==> src/rtl/rxq_pkg.sv <==
`timescale 1ns/1ps
package rxq_pkg;

    typedef enum logic {
        RTS_OPEN     = 1'b0,
        RTS_THROTTLE = 1'b1
    } rts_state_t;

    typedef enum logic [1:0] {
        THR_ONE      = 2'd0,
        THR_QUARTER  = 2'd1,
        THR_HALF     = 2'd2,
        THR_NEARFULL = 2'd3
    } thr_sel_t;

    // Entry count at which the sender is throttled
    function automatic int unsigned thr_level(input logic [1:0] sel, input int unsigned depth);
        int unsigned r;
        case (thr_sel_t'(sel))
            THR_ONE:      r = 1;
            THR_QUARTER:  r = depth / 4;
            THR_HALF:     r = depth / 2;
            default:      r = depth - 2;
        endcase
        return r;
    endfunction

endpackage

==> src/rtl/rxq_store.sv <==
`timescale 1ns/1ps
module rxq_store #(
    parameter int DEPTH = 16,
    parameter int WIDTH = 8,
    parameter int LW    = $clog2(DEPTH + 1)
) (
    input  logic             clk,
    input  logic             rst_n,
    input  logic             fifo_en,
    input  logic             push_req,
    input  logic [WIDTH-1:0] push_data,
    input  logic             pop_req,
    input  logic             ovr_clr,
    output logic [WIDTH-1:0] head_data,
    output logic [LW-1:0]    level,
    output logic             empty,
    output logic             full,
    output logic             overrun
);
    localparam int AW = (DEPTH > 1) ? $clog2(DEPTH) : 1;
    localparam logic [AW-1:0] LAST = AW'(DEPTH - 1);

    logic [WIDTH-1:0] mem [DEPTH];
    logic [AW-1:0]    wr_ptr, rd_ptr;
    logic [LW-1:0]    level_q;
    logic             ovr_q;
    logic [LW-1:0]    cap;
    logic             pop_ok, push_ok, drop;

    always_comb begin
        cap     = fifo_en ? LW'(DEPTH) : LW'(1);
        pop_ok  = pop_req && (level_q != '0);
        push_ok = push_req && ((level_q - LW'(pop_ok)) < cap);
        drop    = push_req && !push_ok;
    end

    always_ff @(posedge clk) begin
        if (push_ok) begin
            mem[wr_ptr] <= push_data;
        end
    end

    always_ff @(posedge clk or negedge rst_n) begin
        if (!rst_n) begin
            wr_ptr  <= '0;
            rd_ptr  <= '0;
            level_q <= '0;
            ovr_q   <= 1'b0;
        end else begin
            if (push_ok) begin
                wr_ptr <= (wr_ptr == LAST) ? '0 : wr_ptr + 1'b1;
            end
            if (pop_ok) begin
                rd_ptr <= (rd_ptr == LAST) ? '0 : rd_ptr + 1'b1;
            end
            level_q <= level_q + LW'(push_ok) - LW'(pop_ok);
            if (drop) begin
                ovr_q <= 1'b1;
            end else if (ovr_clr) begin
                ovr_q <= 1'b0;
            end
        end
    end

    assign head_data = mem[rd_ptr];
    assign level     = level_q;
    assign empty     = (level_q == '0);
    assign full      = (level_q >= cap);
    assign overrun   = ovr_q;


    no_overflow_chk: assert property (@(posedge clk) disable iff (!rst_n)
        level <= LW'(DEPTH));


    drop_when_full_chk: assert property (@(posedge clk) disable iff (!rst_n)
        (full && push_req && !pop_req) |=> (level == $past(level) && overrun));


    ovr_sticky_chk: assert property (@(posedge clk) disable iff (!rst_n)
        (overrun && !ovr_clr) |=> overrun);


    empty_read_chk: assert property (@(posedge clk) disable iff (!rst_n)
        (empty && pop_req && !push_req) |=> empty);


    pop_count_chk: assert property (@(posedge clk) disable iff (!rst_n)
        (!empty && pop_req && !push_req) |=> (level == $past(level) - 1'b1));

endmodule

==> src/rtl/rxq_rts_fsm.sv <==
`timescale 1ns/1ps
module rxq_rts_fsm #(
    parameter int DEPTH = 16,
    parameter int LW    = $clog2(DEPTH + 1)
) (
    input  logic          clk,
    input  logic          rst_n,
    input  logic          auto_on,
    input  logic          manual_bit,
    input  logic [1:0]    thr_sel,
    input  logic [LW-1:0] level,
    output logic          rts_n
);
    import rxq_pkg::*;

    rts_state_t    state_q, state_d;
    logic          rts_n_q, rts_n_d;
    logic [LW-1:0] thr;

    assign thr = LW'(thr_level(thr_sel, DEPTH));

    // Next-state logic
    always_comb begin
        state_d = state_q;
        if (!auto_on) begin
            state_d = RTS_OPEN;
        end else begin
            unique case (state_q)
                RTS_OPEN:     if (level >= thr)  state_d = RTS_THROTTLE;
                RTS_THROTTLE: if (level == '0)   state_d = RTS_OPEN;
            endcase
        end
    end

    // Output logic
    always_comb begin
        if (auto_on) begin
            rts_n_d = (state_d == RTS_THROTTLE);
        end else begin
            rts_n_d = !manual_bit;
        end
    end

    always_ff @(posedge clk or negedge rst_n) begin
        if (!rst_n) begin
            state_q <= RTS_OPEN;
            rts_n_q <= 1'b1;
        end else begin
            state_q <= state_d;
            rts_n_q <= rts_n_d;
        end
    end

    assign rts_n = rts_n_q;


    raise_at_thr_chk: assert property (@(posedge clk) disable iff (!rst_n)
        (auto_on && level >= thr) |=> rts_n);


    hold_until_empty_chk: assert property (@(posedge clk) disable iff (!rst_n)
        (state_q == RTS_THROTTLE && auto_on && level != '0) |=> rts_n);


    manual_follow_chk: assert property (@(posedge clk) disable iff (!rst_n)
        !auto_on |=> (rts_n == !$past(manual_bit)));

endmodule

==> src/rtl/rx_flow_buffer.sv <==
`timescale 1ns/1ps
module rx_flow_buffer #(
    parameter int DEPTH = 16,
    parameter int WIDTH = 8,
    parameter int LW    = $clog2(DEPTH + 1)
) (
    input  logic             clk,
    input  logic             rst_n,
    input  logic             char_valid,
    input  logic [WIDTH-1:0] char_data,
    input  logic             host_rd,
    input  logic             ovr_clr,
    input  logic             fifo_en,
    input  logic             rts_bit,
    input  logic             auto_flow_en,
    input  logic [1:0]       thr_sel,
    output logic [WIDTH-1:0] rd_data,
    output logic [LW-1:0]    level,
    output logic             empty,
    output logic             full,
    output logic             overrun,
    output logic             rts_n
);
    logic auto_on;

    assign auto_on = fifo_en && rts_bit && auto_flow_en;

    rxq_store #(.DEPTH(DEPTH), .WIDTH(WIDTH), .LW(LW)) i_store (
        .clk       (clk),
        .rst_n     (rst_n),
        .fifo_en   (fifo_en),
        .push_req  (char_valid),
        .push_data (char_data),
        .pop_req   (host_rd),
        .ovr_clr   (ovr_clr),
        .head_data (rd_data),
        .level     (level),
        .empty     (empty),
        .full      (full),
        .overrun   (overrun)
    );

    rxq_rts_fsm #(.DEPTH(DEPTH), .LW(LW)) i_rts (
        .clk        (clk),
        .rst_n      (rst_n),
        .auto_on    (auto_on),
        .manual_bit (rts_bit),
        .thr_sel    (thr_sel),
        .level      (level),
        .rts_n      (rts_n)
    );

endmodule

==> config.mk <==
export PLATFORM = sky130hd
export DESIGN_NAME = rx_flow_buffer
export DESIGN_NICKNAME = d
export VERILOG_FILES = /design/src/rtl/rxq_pkg.sv /design/src/rtl/rxq_store.sv /design/src/rtl/rxq_rts_fsm.sv /design/src/rtl/rx_flow_buffer.sv
export SDC_FILE = /design/constraint.sdc
export NUM_CORES = 1
export LEC_CHECK = 0
export BUFFER_PORTS_ARGS = -buffer_cell sky130_fd_sc_hd__buf_2
export CAP_MARGIN = 10
export CORE_ASPECT_RATIO = 0.8
export CORE_MARGIN = 2
export CORE_UTILIZATION = 60
export CTS_CLUSTER_SIZE = 28
export DETAILED_ROUTE_END_ITERATION = 6
export PLACE_DENSITY = 0.82
export REMOVE_ABC_BUFFERS = 1
export SLEW_MARGIN = 0
export SYNTH_ARGS = -nofsm -noshare
export SYNTH_HDL_FRONTEND = slang
export SYNTH_SLANG_ARGS = --single-unit
==> constraint.sdc <==
create_clock -name clk -period 5.2 [get_ports clk]
set_clock_uncertainty 0.2 [all_clocks]
set_input_delay 0.52 -clock clk [delete_from_list [all_inputs] [get_ports clk]]
set_output_delay 0.52 -clock clk [all_outputs]
set_load 0.01 [all_outputs]
== Yosys cells after proc, flatten, opt, wreduce, memory -nomap -nowiden ==
Memories as Yosys holds them, arrays and structs flattened.
Cells that the tools add are included.

* Register bits after elaboration: 16
* Memory bits (writable): 128
* Bits of input ports: 18
* Output and inout port bits: 17
* Word-level logic and storage cells: 44
* Memories kept: 1

* Add/sub/neg operators: 5
* Order comparisons: 3
* Equality and inequality tests: 4
* Multiplexer cells: 13
* Bitwise gates (word level): 1
* Reductions and logical operators: 11

{| class="wikitable"
|+ Memories
! name !! depth !! bits a word !! rd ports !! clocked after Yosys merged registers in !! write ports !! RTL line !! text
|-
| i_store.mem || 16 || 8 || 1 || 0 || 1 || rxq_store.sv:23 || <nowiki>logic [WIDTH-1:0] mem [DEPTH];</nowiki>
|}

{| class="wikitable"
|+ Operator list
! kind !! number
|-
| case mux 4 bit (3 select lines) || 1
|-
| subtractor 5 x 1 -> 5 bit || 2
|-
| adder 4 x 1 -> 4 bit (second input constant) || 2
|-
| equality test 4 bit (second input constant) || 2
|-
| 2-to-1 mux 1 bit || 8
|-
| 2-to-1 mux 4 bit || 2
|-
| adder 5 x 1 -> 5 bit || 1
|-
| >= comparator 5 x 4 -> 1 bit || 1
|-
| >= comparator 5 bit || 1
|-
| logical AND 1 bit || 5
|-
| zero test 5 bit || 1
|-
| less-than comparator 5 bit || 1
|-
| 2-to-1 mux 5 bit || 1
|-
| nonzero test 5 bit || 1
|-
| equality test 2 x 1 -> 1 bit (second input constant) || 1
|-
| equality test 2 bit (second input constant) || 1
|-
| zero test 1 bit || 2
|-
| zero test 2 bit || 1
|-
| case mux 1 bit (2 select lines) || 1
|-
| nonzero test 2 bit || 1
|-
| inverter 1 bit || 1
|}

== Logic depth before layout (Yosys ltp) ==
Gate-level depths: netlist (run 1).

* Depth after elaboration: 8
* Mapped depth: 20
* Gate-level depth less buffers: 18

== Modules after synthesis ==
A second synthesis (run 1) with hierarchy kept.

* Cells, all modules: 346
* Area, all modules: 6133.4 sq um

{| class="wikitable"
|+ Modules (own cells, without submodules)
! module !! times used !! cells each !! area each (sq um) !! sequential area each (sq um)
|-
| rxq_store || 1 || 323 || 5933.2 || 4194.0
|-
| rxq_rts_fsm || 1 || 22 || 193.9 || 51.3
|-
| rx_flow_buffer || 1 || 1 || 6.3 || 0.0
|}

== Worst setup path before layout (run 1) ==
No wires, ideal clock.

* Kind: register to register
* From: register i_store.level_q[2] (netlist: i_store.level[2])
* To: register i_store.level_q[4] (netlist: i_store.level[4])
* Library setup time: 0.124 ns
* Data arrival time: 4.050 ns
* Data required time: 4.876 ns
* Slack: 0.826 ns
* Stages on the path, launching flop included: 21
* Path buffers: 2
* Period minus slack after synthesis: 4.374 ns
* Cells stage by stage: dfrtp_1 > inv_1 > ha_1 > nor4b_1 > nor2b_1 > ha_1 > ha_1 > o21ai_0 > xnor2_1 > ha_1 > o41ai_2 > and3b_1 > buf_6 > buf_8 > ha_1 > inv_1 > fa_1 > nor2_1 > nor2_1 > o21bai_1 > xnor2_1

* Longest elaborated chain between the ends: 7

{| class="wikitable"
|+ RTL lines
! what !! RTL line !! text
|-
| start: declaration || rxq_store.sv:25 || <nowiki>logic [LW-1:0] level_q;</nowiki>
|-
| start signal: assignment || rxq_store.sv:56 || <nowiki>level_q <= level_q + LW'(push_ok) - LW'(pop_ok);</nowiki>
|-
| nonzero test 5 bit || rxq_store.sv:32 || <nowiki>pop_ok = pop_req && (level_q != '0);</nowiki>
|-
| logical AND 1 bit || rxq_store.sv:32 ||
|-
| subtractor 5 x 1 -> 5 bit * || rxq_store.sv:33 || <nowiki>push_ok = push_req && ((level_q - LW'(pop_ok)) < cap);</nowiki>
|-
| less-than comparator 5 bit * || rxq_store.sv:33 ||
|-
| logical AND 1 bit * || rxq_store.sv:33 ||
|-
| net i_store.push_ok || rxq_store.sv:28 || <nowiki>logic pop_ok, push_ok, drop;</nowiki>
|-
| adder 5 x 1 -> 5 bit * || rxq_store.sv:56 ||
|-
| subtractor 5 x 1 -> 5 bit * || rxq_store.sv:56 ||
|}

Mark *: on every way through the listed nets, which the timed path passes. The rest lies on a longest branch.
A chain may end at the register's enable or synchronous reset.

== Worst setup path after layout (run 1) ==
* From: register i_store.level_q[3] (netlist: i_store.level[3])
* To: register i_store.level_q[4] (netlist: i_store.level[4])

* Longest elaborated chain between the ends: 7

{| class="wikitable"
|+ RTL lines
! what !! RTL line
|-
| nonzero test 5 bit || rxq_store.sv:32
|-
| logical AND 1 bit || rxq_store.sv:32
|-
| subtractor 5 x 1 -> 5 bit || rxq_store.sv:33
|-
| less-than comparator 5 bit || rxq_store.sv:33
|-
| logical AND 1 bit || rxq_store.sv:33
|-
| adder 5 x 1 -> 5 bit || rxq_store.sv:56
|-
| subtractor 5 x 1 -> 5 bit * || rxq_store.sv:56
|}

Mark *: on every way between the ends. The rest lies on a longest branch, timed or not.

==> results.json, run 1 <==
{
  "gr-usage-met1_pct": 33.2,
  "synth_cell_types": 47,
  "cts_tree": "done",
  "gr-total-overflow": 0,
  "cp-start-kind": "register",
  "cp_common_cell": "ha_1",
  "ys_seq_area_share_pct": 68.6,
  "place.gp.congestion": 0.831,
  "synthArstFlopShare_pct": 11.1,
  "cp_max_fo": 16,
  "slew_headroom_pct": 40.1,
  "min-delay-start": "ovr_clr",
  "drtAntennaViolNets": 0,
  "drc": 0,
  "finalCriticalPeriod_ns": 4.77,
  "crit_path_max_incr_delay_ns": 0.61,
  "initial_core_util_pct": 60.9,
  "holdPathStages": 3,
  "synth_common_cells": "edfxtp_1 (128), mux2i_1 (32), ha_1 (22)",
  "core-area_um2": 10200,
  "syn_inst": 367,
  "netlist_area_um2": 6180,
  "path_depth": 18,
  "crit_path_end_kind": "register",
  "layout-drive-gt1-share_pct": 23.1,
  "syn_avg_cell_area_um2": 16.9,
  "arrival_ns": 4.91,
  "reg2reg_depth": 18,
  "critPathTopFamily": "adder cells",
  "grt_util_met3_pct": 5.01,
  "status": "finished, final reports clean",
  "top_usage_layer": "met2",
  "finalSetupTns_ns": 0,
  "numPortBuffers": 34,
  "powerDensity_nw_per_um2": 569,
  "hpwl_um": 7670,
  "crit_type": "register to register",
  "setup_viol": 0,
  "cts_sinks": 144,
  "fin_crit_sh_pct": 91.6,
  "crit_required_ns": 5.34,
  "synth_area_leaders": "edfxtp_1 (62%), dfrtp_1 (6.1%), mux4_2 (5.8%), mux2i_1 (5.2%), ha_1 (4.5%)",
  "finalMaxSlewViolations": 0,
  "timing.rr.start": "i_store.level[3]",
  "clk_latency_ns": 0.42,
  "hold_ws_ns": 0.184,
  "antenna_found_initial": 0,
  "first_iter_violations": 279,
  "path_buf_inv": 2,
  "post-route-cell-area_um2": 7060,
  "rsz0062_at_grt": "no",
  "ys_ff_latch": 144,
  "worstPathCellList": "inv_1 > ha_1 > nor4b_1 > nor2b_1 > ha_1 > ha_1 > o21ai_0 > xnor2_1 > ha_1 > o41ai_2 > and3b_1 > ha_1 > inv_1 > fa_1 > nor2_1 > nor2_1 > o21bai_1 > xnor2_1",
  "tightest_slew_ns": 0.899,
  "instances_no_fill": 560,
  "dr.pass1.iters": 4,
  "via_per_inst": 5.95,
  "grt_max_degree": 33,
  "yosys_most_used_dff": "edfxtp_1",
  "io_pins": 35,
  "cts-buffers-inserted": 17,
  "synthMostInstantiatedCell": "edfxtp_1",
  "p_leak_nw": 2.65,
  "hp-class": "input port to register",
  "htreeDepth": 4,
  "wirelength_um": 11800,
  "vias": 3330,
  "total_power_mw": 4.02,
  "clk_pin_slew_ns": 0.06,
  "met2_usage_pct": 35.1,
  "hold_viol": 0,
  "root_buffer": "clkbuf_16",
  "wl_per_cell_um": 21.1,
  "fmax_ghz": 0.210,
  "dpl_cell_area_um2": 6460,
  "syn_to_final_growth_pct": 14.2,
  "yosys.area.top_type_share_pct": 62.1,
  "crit_path_start": "i_store.level[3]",
  "dp_cells": 528,
  "synth-edff-count": 128,
  "grtUsageTotal_pct": 23.1,
  "slowest_stage": "nor4b_1",
  "dieArea_um2": 11100,
  "clockBufferDepth": 2,
  "maxCapViolCount": 0,
  "die_y_um": 94.8,
  "n_fill_cell": 680,
  "die_w_um": 118,
  "yosysTopAreaCell": "edfxtp_1",
  "peakVddDrop_mv": 0.280,
  "grt_pass1_wl_um": 18400,
  "grt_pass1_vias": 3241,
  "yosysWarnings": 0,
  "rows": 33,
  "layout.nets": 449,
  "antenna_cells": 0
}
[stage by stage]
step / setup slack [ns] / utilization, %
floorplan: 0.806 / -
global placement: 0.705 / 63.6
detailed placement: 0.519 / 63.6
CTS: 0.477 / 69.5
global route: 0.0395 / 69.5
finish: 0.435 / 69.5
[report_power, final]
part	switching, mW	internal [mW]	leakage, nW
logic	0.672	0.571	1.02
clock network	0.451	0.750	0.285
registers	0.192	1.39	1.34
total	1.32	2.71	2.65
[worst reg2reg max path, cell delays in order (launching register included)]
cell and delay (ns):
dfrtp_1 0.45, inv_1 0.14, ha_1 0.20, nor4b_1 0.61, nor2b_1 0.25, ha_1 0.29, ha_1 0.22, o21ai_0 0.22
xnor2_1 0.15, ha_1 0.26, o41ai_2 0.08, and3b_1 0.52, ha_1 0.26, inv_1 0.06, fa_1 0.39, nor2_1 0.10
nor2_1 0.04, o21bai_1 0.14, xnor2_1 0.13
[cells in the final DEF (no fill, tap or decap), drive strengths merged, types with 15 or more instances in the layout]
cell,count
a221oi,16
buf,37
edfxtp,128
inv,17
mux4,16
clkbuf,17
dfrtp,15
mux2i,32
ha,22
nand2,15
[final timing paths]
check / end / slack (ns)
setup / recovery: i_store.level[4] / 0.43
hold / removal: i_store.overrun / 0.18
setup reg to reg: i_store.level[4] / 0.43
hold reg to reg: i_store.overrun / 0.32
max in group asynchronous: i_rts.rts_n / 4.11
min in group asynchronous: i_store.level[3] / 0.37
[per-layer routing]
metal | vias up | routed length [µm]
met3 | 8 | 708
met4 | 0 | 100
li1 | 1530 | -
met1 | 1686 | 5460
met5 | - | 0
met2 | 106 | 5570
[kinds of logic after synthesis]
logic type | after synthesis | synth area share, %
AOI/OAI and AO/OA | 55 | 6.55
xor gates and xnor gates | 8 | 1.13
DFF | 144 | 68.6
buffers and inverters | 32 | 2.51
adders and majority gates | 23 | 4.77
and+or+nand+nor | 55 | 5.02
muxes | 50 | 11.4
[what timing repair did]
action / 4_1_cts / 5_1_grt
hold endpoints to repair: 15 / 0
gates resized for setup: 0 / 0
hold buffers: 1 / 0
buffers inserted: 0 / 0
[registers in the layout, summed over array words and instances (netlist names)]
| name | count |
|---|---|
| i_rts.rts_n | 1 |
| i_rts.state_q | 1 |
| i_store.level | 5 |
| i_store.mem | 128 |
| i_store.overrun | 1 |
| i_store.rd_ptr | 4 |
| i_store.wr_ptr | 4 |
[cell type report]
| type | instances | area (µm²) | share of cell area, % |
|---|---|---|---|
| clock buffer | 17 | 425 | 6.02 |
| clock inverter | 14 | 168 | 2.37 |
| inverter | 16 | 60.1 | 0.850 |
| multi-input combinational | 191 | 1780 | 25.3 |
| sequential | 144 | 4250 | 60.1 |
| tap | 140 | 175 | 2.48 |
| timing repair buffer | 38 | 203 | 2.87 |
No activity file was read; power rests on OpenSTA's default activity.
==> run 2: changes to the inputs <==
--- a/config.mk
+++ b/config.mk
@@ -13,8 +13,6 @@
 export CTS_CLUSTER_SIZE = 28
 export DETAILED_ROUTE_END_ITERATION = 6
 export PLACE_DENSITY = 0.82
-export REMOVE_ABC_BUFFERS = 1
-export SLEW_MARGIN = 0
 export SYNTH_ARGS = -nofsm -noshare
 export SYNTH_HDL_FRONTEND = slang
 export SYNTH_SLANG_ARGS = --single-unit
==> results.json, run 2 (synthesis gave the netlist of run 1 again) <==
{
  "status": "finished, final reports clean",
  "cts_tree": "done",
  "hp-class": "input port to register",
  "die_w_um": 118,
  "die_y_um": 94.8,
  "tightest_slew_ns": 0.951,
  "numPortBuffers": 34,
  "cts_sinks": 144,
  "crit_path_end_kind": "register",
  "min-delay-start": "ovr_clr",
  "root_buffer": "clkbuf_16",
  "crit_required_ns": 5.34,
  "grt_pass1_wl_um": 19700,
  "finalSetupTns_ns": 0,
  "initial_core_util_pct": 60.9,
  "core-area_um2": 10200,
  "via_per_inst": 6.12,
  "drtAntennaViolNets": 0,
  "finalCriticalPeriod_ns": 4.51,
  "multi_input_area_um2": 1790,
  "place.gp.congestion": 0.861,
  "crit_type": "register to register",
  "htreeDepth": 4,
  "layout-drive-gt1-share_pct": 22.9,
  "grt_pass1_vias": 3404,
  "fin_util_pct": 69.3,
  "final_cell_mix": "edfxtp_1 (128), buf_2 (34), mux2i_1 (32), ha_1 (22), clkbuf_16 (17)",
  "largest_register_ffs": 128,
  "crit_path_start": "i_store.level[2]",
  "clk_pin_slew_ns": 0.06,
  "cp-start-kind": "register",
  "top_register": "i_store.mem",
  "n_fill_cell": 664,
  "dieArea_um2": 11100,
  "dr.pass1.iters": 5,
  "clk_latency_ns": 0.41,
  "fin_crit_sh_pct": 86.7,
  "vias": 3426,
  "p_leak_nw": 2.63,
  "io_pins": 35,
  "synth_nets": 408,
  "antenna_found_initial": 0,
  "syn_to_final_growth_pct": 13.8,
  "peakVddDrop_mv": 0.346,
  "clockBufferDepth": 2,
  "rsz0062_at_grt": "no",
  "reg_top3": "i_store.mem x128, i_store.level x5",
  "gr-total-overflow": 0,
  "drc": 0,
  "cp_max_fo": 16,
  "fmax_ghz": 0.222,
  "antenna_cells": 0,
  "grtUsageTotal_pct": 24.5,
  "powerDensity_nw_per_um2": 569,
  "rows": 33,
  "arrival_ns": 4.64,
  "slew_headroom_pct": 36.6,
  "hpwl_um": 7940,
  "finalMaxSlewViolations": 0,
  "cts-buffers-inserted": 17,
  "hold_viol": 0,
  "wirelength_um": 12400,
  "final_common_cell": "edfxtp_1",
  "wl_per_cell_um": 22.2,
  "grt_max_degree": 31,
  "first_iter_violations": 398,
  "maxCapViolCount": 0,
  "regArea_um2": 4250,
  "setup_viol": 0,
  "timing.rr.start": "i_store.level[2]",
  "layout.nets": 448
}
==> run 2: final cells by class <==
cell class / instances / area share (%)
clock inverter: 13 / 1.99
tap: 140 / 2.49
inverter: 16 / 0.853
clock buffer: 19 / 6.15
multi-input combinational: 191 / 25.4
sequential: 144 / 60.3
timing repair buffer: 37 / 2.77
==> run 2: metrics by stage <==
step	hold WS [ns]	setup slack, ns	instances	instance area [µm²]	power (mW)
after floorplan	0.0244	0.826	367	6180	2.47
after global placement	0.252	0.793	527	6450	2.80
after CTS	0.190	0.545	560	7030	4.01
after global routing	0.188	0.284	560	7040	4.22
final	0.196	0.694	560	7040	4.01
after detailed placement	0.265	0.579	527	6450	2.84
==> run 2: timing repair <==
item | in CTS | in global routing
gates resized for setup | 0 | 1
hold endpoints to repair | 15 | 0
hold buffers | 1 | 0
setup endpoints to repair | 0 | 1
buffers inserted | 0 | 0
==> run 2: worst max-delay path, stage by stage (launching register included) <==
cell,delay (ns)
dfrtp_1,0.45
inv_1,0.16
ha_1,0.23
nor4b_2,0.36
nor2b_1,0.19
ha_1,0.25
ha_1,0.21
o21ai_0,0.21
xnor2_1,0.14
ha_1,0.25
o41ai_2,0.07
and3b_1,0.53
ha_1,0.27
inv_1,0.07
fa_1,0.40
nor2_1,0.10
nor2_1,0.05
o21bai_1,0.14
xnor2_1,0.13
==> run 2: per-layer routing <==
metal  global-route usage (%)  vias to the layer above  part of all wire [%]
li1                         -                     1527                     -
met1                     36.0                     1740                    45
met2                     36.1                      143                    46
met3                     7.07                       16                   6.9
met4                     7.73                        0                   2.0
met5                        0                        -                     0
==> run 2: report_power, final <==
group          switching [mW]  internal [mW]
clock network           0.455          0.705
registers               0.185           1.39
logic                   0.708          0.567
total                    1.35           2.66
==> run 2: worst paths after layout <==
check	slack (ns)	depth (start not counted)	endpoint
max in group asynchronous	4.06	2	i_rts.rts_n
worst min register to register	0.31	1	i_store.overrun
worst max-delay path	0.69	18	i_store.level[4]
worst min-delay path	0.20	3	i_store.overrun
min in group asynchronous	0.41	2	i_store.level[4]
worst max register to register	0.69	18	i_store.level[4]
==> run 3: changes to the inputs <==
--- a/config.mk
+++ b/config.mk
@@ -7,7 +7,7 @@
 export LEC_CHECK = 0
 export BUFFER_PORTS_ARGS = -buffer_cell sky130_fd_sc_hd__buf_2
 export CAP_MARGIN = 10
-export CORE_ASPECT_RATIO = 0.8
+export CORE_ASPECT_RATIO = 2
 export CORE_MARGIN = 2
 export CORE_UTILIZATION = 60
 export CTS_CLUSTER_SIZE = 28
==> results.json, run 3 (synthesis gave the netlist of run 1 again) <==
{
  "status": "finished, final reports clean",
  "vias": 3425,
  "worstPathCellList": "inv_1 > ha_1 > nor4b_1 > nor2b_1 > ha_1 > ha_1 > o21ai_0 > xnor2_1 > ha_1 > o41ai_2 > and3b_1 > ha_1 > inv_1 > fa_1 > nor2_1 > nor2_1 > o21bai_1 > xnor2_1",
  "root_buffer": "clkbuf_16",
  "hold_viol": 0,
  "grtUsageTotal_pct": 25.3,
  "switching_power_mw": 1.35,
  "clk_latency_ns": 0.41,
  "dr.pass1.iters": 5,
  "powerDensity_nw_per_um2": 570,
  "rows": 52,
  "reg_top3": "i_store.mem x128, i_store.level x5",
  "wirelength_um": 12600,
  "die_y_um": 148,
  "reg2reg_depth": 18,
  "crit_type": "register to register",
  "ctsResizeCount": 0,
  "dp_cells": 522,
  "crit_path_max_incr_delay_ns": 0.51,
  "slowest_stage": "and3b_1",
  "layout-drive-gt1-share_pct": 22.6,
  "crit_required_ns": 5.32,
  "post-route-cell-area_um2": 7030,
  "arrival_ns": 4.77,
  "dieArea_um2": 11200,
  "cts_sinks": 144,
  "rsz0062_at_grt": "no",
  "instances_no_fill": 555,
  "clk_pin_slew_ns": 0.06,
  "grt_pass1_wl_um": 19700,
  "finalSetupTns_ns": 0,
  "p_sw_share_pct": 33.6,
  "grt_pass1_vias": 3605,
  "grt_max_degree": 32,
  "hpwl_um": 8660,
  "htreeDepth": 4,
  "dp_slack_ns": 0.640,
  "wl_per_cell_um": 22.8,
  "layout_setup_ws_ns": 0.548,
  "dpl_cell_area_um2": 6440,
  "syn_to_final_growth_pct": 13.6,
  "p_clk_share_pct": 29.1,
  "fmax_ghz": 0.215,
  "cts_tree": "done",
  "internal-power_mw": 2.66,
  "slew_headroom_pct": 21.6,
  "p_leak_nw": 2.64,
  "drtAntennaViolNets": 0,
  "setup_viol": 0,
  "tightest_slew_ns": 1.17,
  "cp_common_cell": "ha_1",
  "crit_path_end_kind": "register",
  "drc": 0,
  "peakVddDrop_mv": 0.441,
  "die_w_um": 75.8,
  "clockBufferDepth": 2,
  "fin_crit_sh_pct": 89.5,
  "maxCapViolCount": 0,
  "n_fill_cell": 655,
  "total_power_mw": 4.00,
  "hold_ws_ns": 0.195,
  "final_common_cell": "edfxtp_1",
  "first_iter_violations": 340,
  "post-cts-setup-buffers": 0,
  "largest_register_ffs": 128,
  "numPortBuffers": 34,
  "finalMaxSlewViolations": 0,
  "core-area_um2": 10100,
  "cts-buffers-inserted": 17,
  "cp-start-kind": "register",
  "antenna_cells": 0,
  "antenna_found_initial": 0,
  "synth_nets": 408,
  "via_per_inst": 6.17,
  "combPwrFrac_pct": 32.0,
  "hp-class": "input port to register",
  "hold_buffers": 1,
  "holdPathStages": 3,
  "cp_max_fo": 16,
  "place.gp.congestion": 0.843,
  "finalCriticalPeriod_ns": 4.65,
  "initial_core_util_pct": 61.3,
  "io_pins": 35,
  "fin_util_pct": 69.7,
  "top_register": "i_store.mem",
  "rrSetupSlack_ns": 0.55,
  "layout.nets": 448,
  "gr-total-overflow": 0,
  "final_cell_mix": "edfxtp_1 (128), buf_2 (34), mux2i_1 (32), ha_1 (22), clkbuf_16 (17)",
  "seqPwrFrac_pct": 38.9
}
run 3: final timing paths:
kind                                   from                end
setup / recovery           i_store.level[3]   i_store.level[4]
hold / removal                      ovr_clr    i_store.overrun
setup reg to reg           i_store.level[3]   i_store.level[4]
hold reg to reg             i_store.overrun    i_store.overrun
max in group asynchronous             rst_n        i_rts.rts_n
min in group asynchronous             rst_n  i_store.wr_ptr[0]
run 3: per-layer routing:
layer | share of wire (%) | global-route usage [%]
met1 | 35 | 29.3
met2 | 56 | 42.8
met3 | 4.0 | 5.25
met4 | 4.1 | 12.7
met5 | 0 | 0
run 3: layout make-up:
| cell class | count | area (µm²) | area share (%) |
|---|---|---|---|
| Clock buffer | 19 | 433 | 6.16 |
| Clock inverter | 13 | 138 | 1.96 |
| Inverter | 16 | 60.1 | 0.855 |
| Multi-Input combinational cell | 191 | 1780 | 25.4 |
| Sequential cell | 144 | 4250 | 60.4 |
| Tap cell | 135 | 169 | 2.40 |
| Timing Repair Buffer | 37 | 195 | 2.78 |
run 3: worst max-delay path, delay by kind of cell (launching register included):
kind	cells	cell delay [ns]
AO/OA/AOI/OAI	3	0.46
XOR/XNOR	2	0.30
adder cells (fa/ha/maj)	6	1.58
buffers and inverters	2	0.20
flip-flops	1	0.45
AND/OR/NAND/NOR	5	1.37
run 3: power groups by stage:
stage / Sequential, mW / Clock [mW] / Combinational, mW
after detailed placement: 1.58 / 0 / 1.27
after floorplan: 1.48 / 0 / 0.985
after global placement: 1.57 / 0 / 1.23
after CTS: 1.56 / 1.18 / 1.29
final: 1.56 / 1.16 / 1.28
after global routing: 1.58 / 1.23 / 1.40
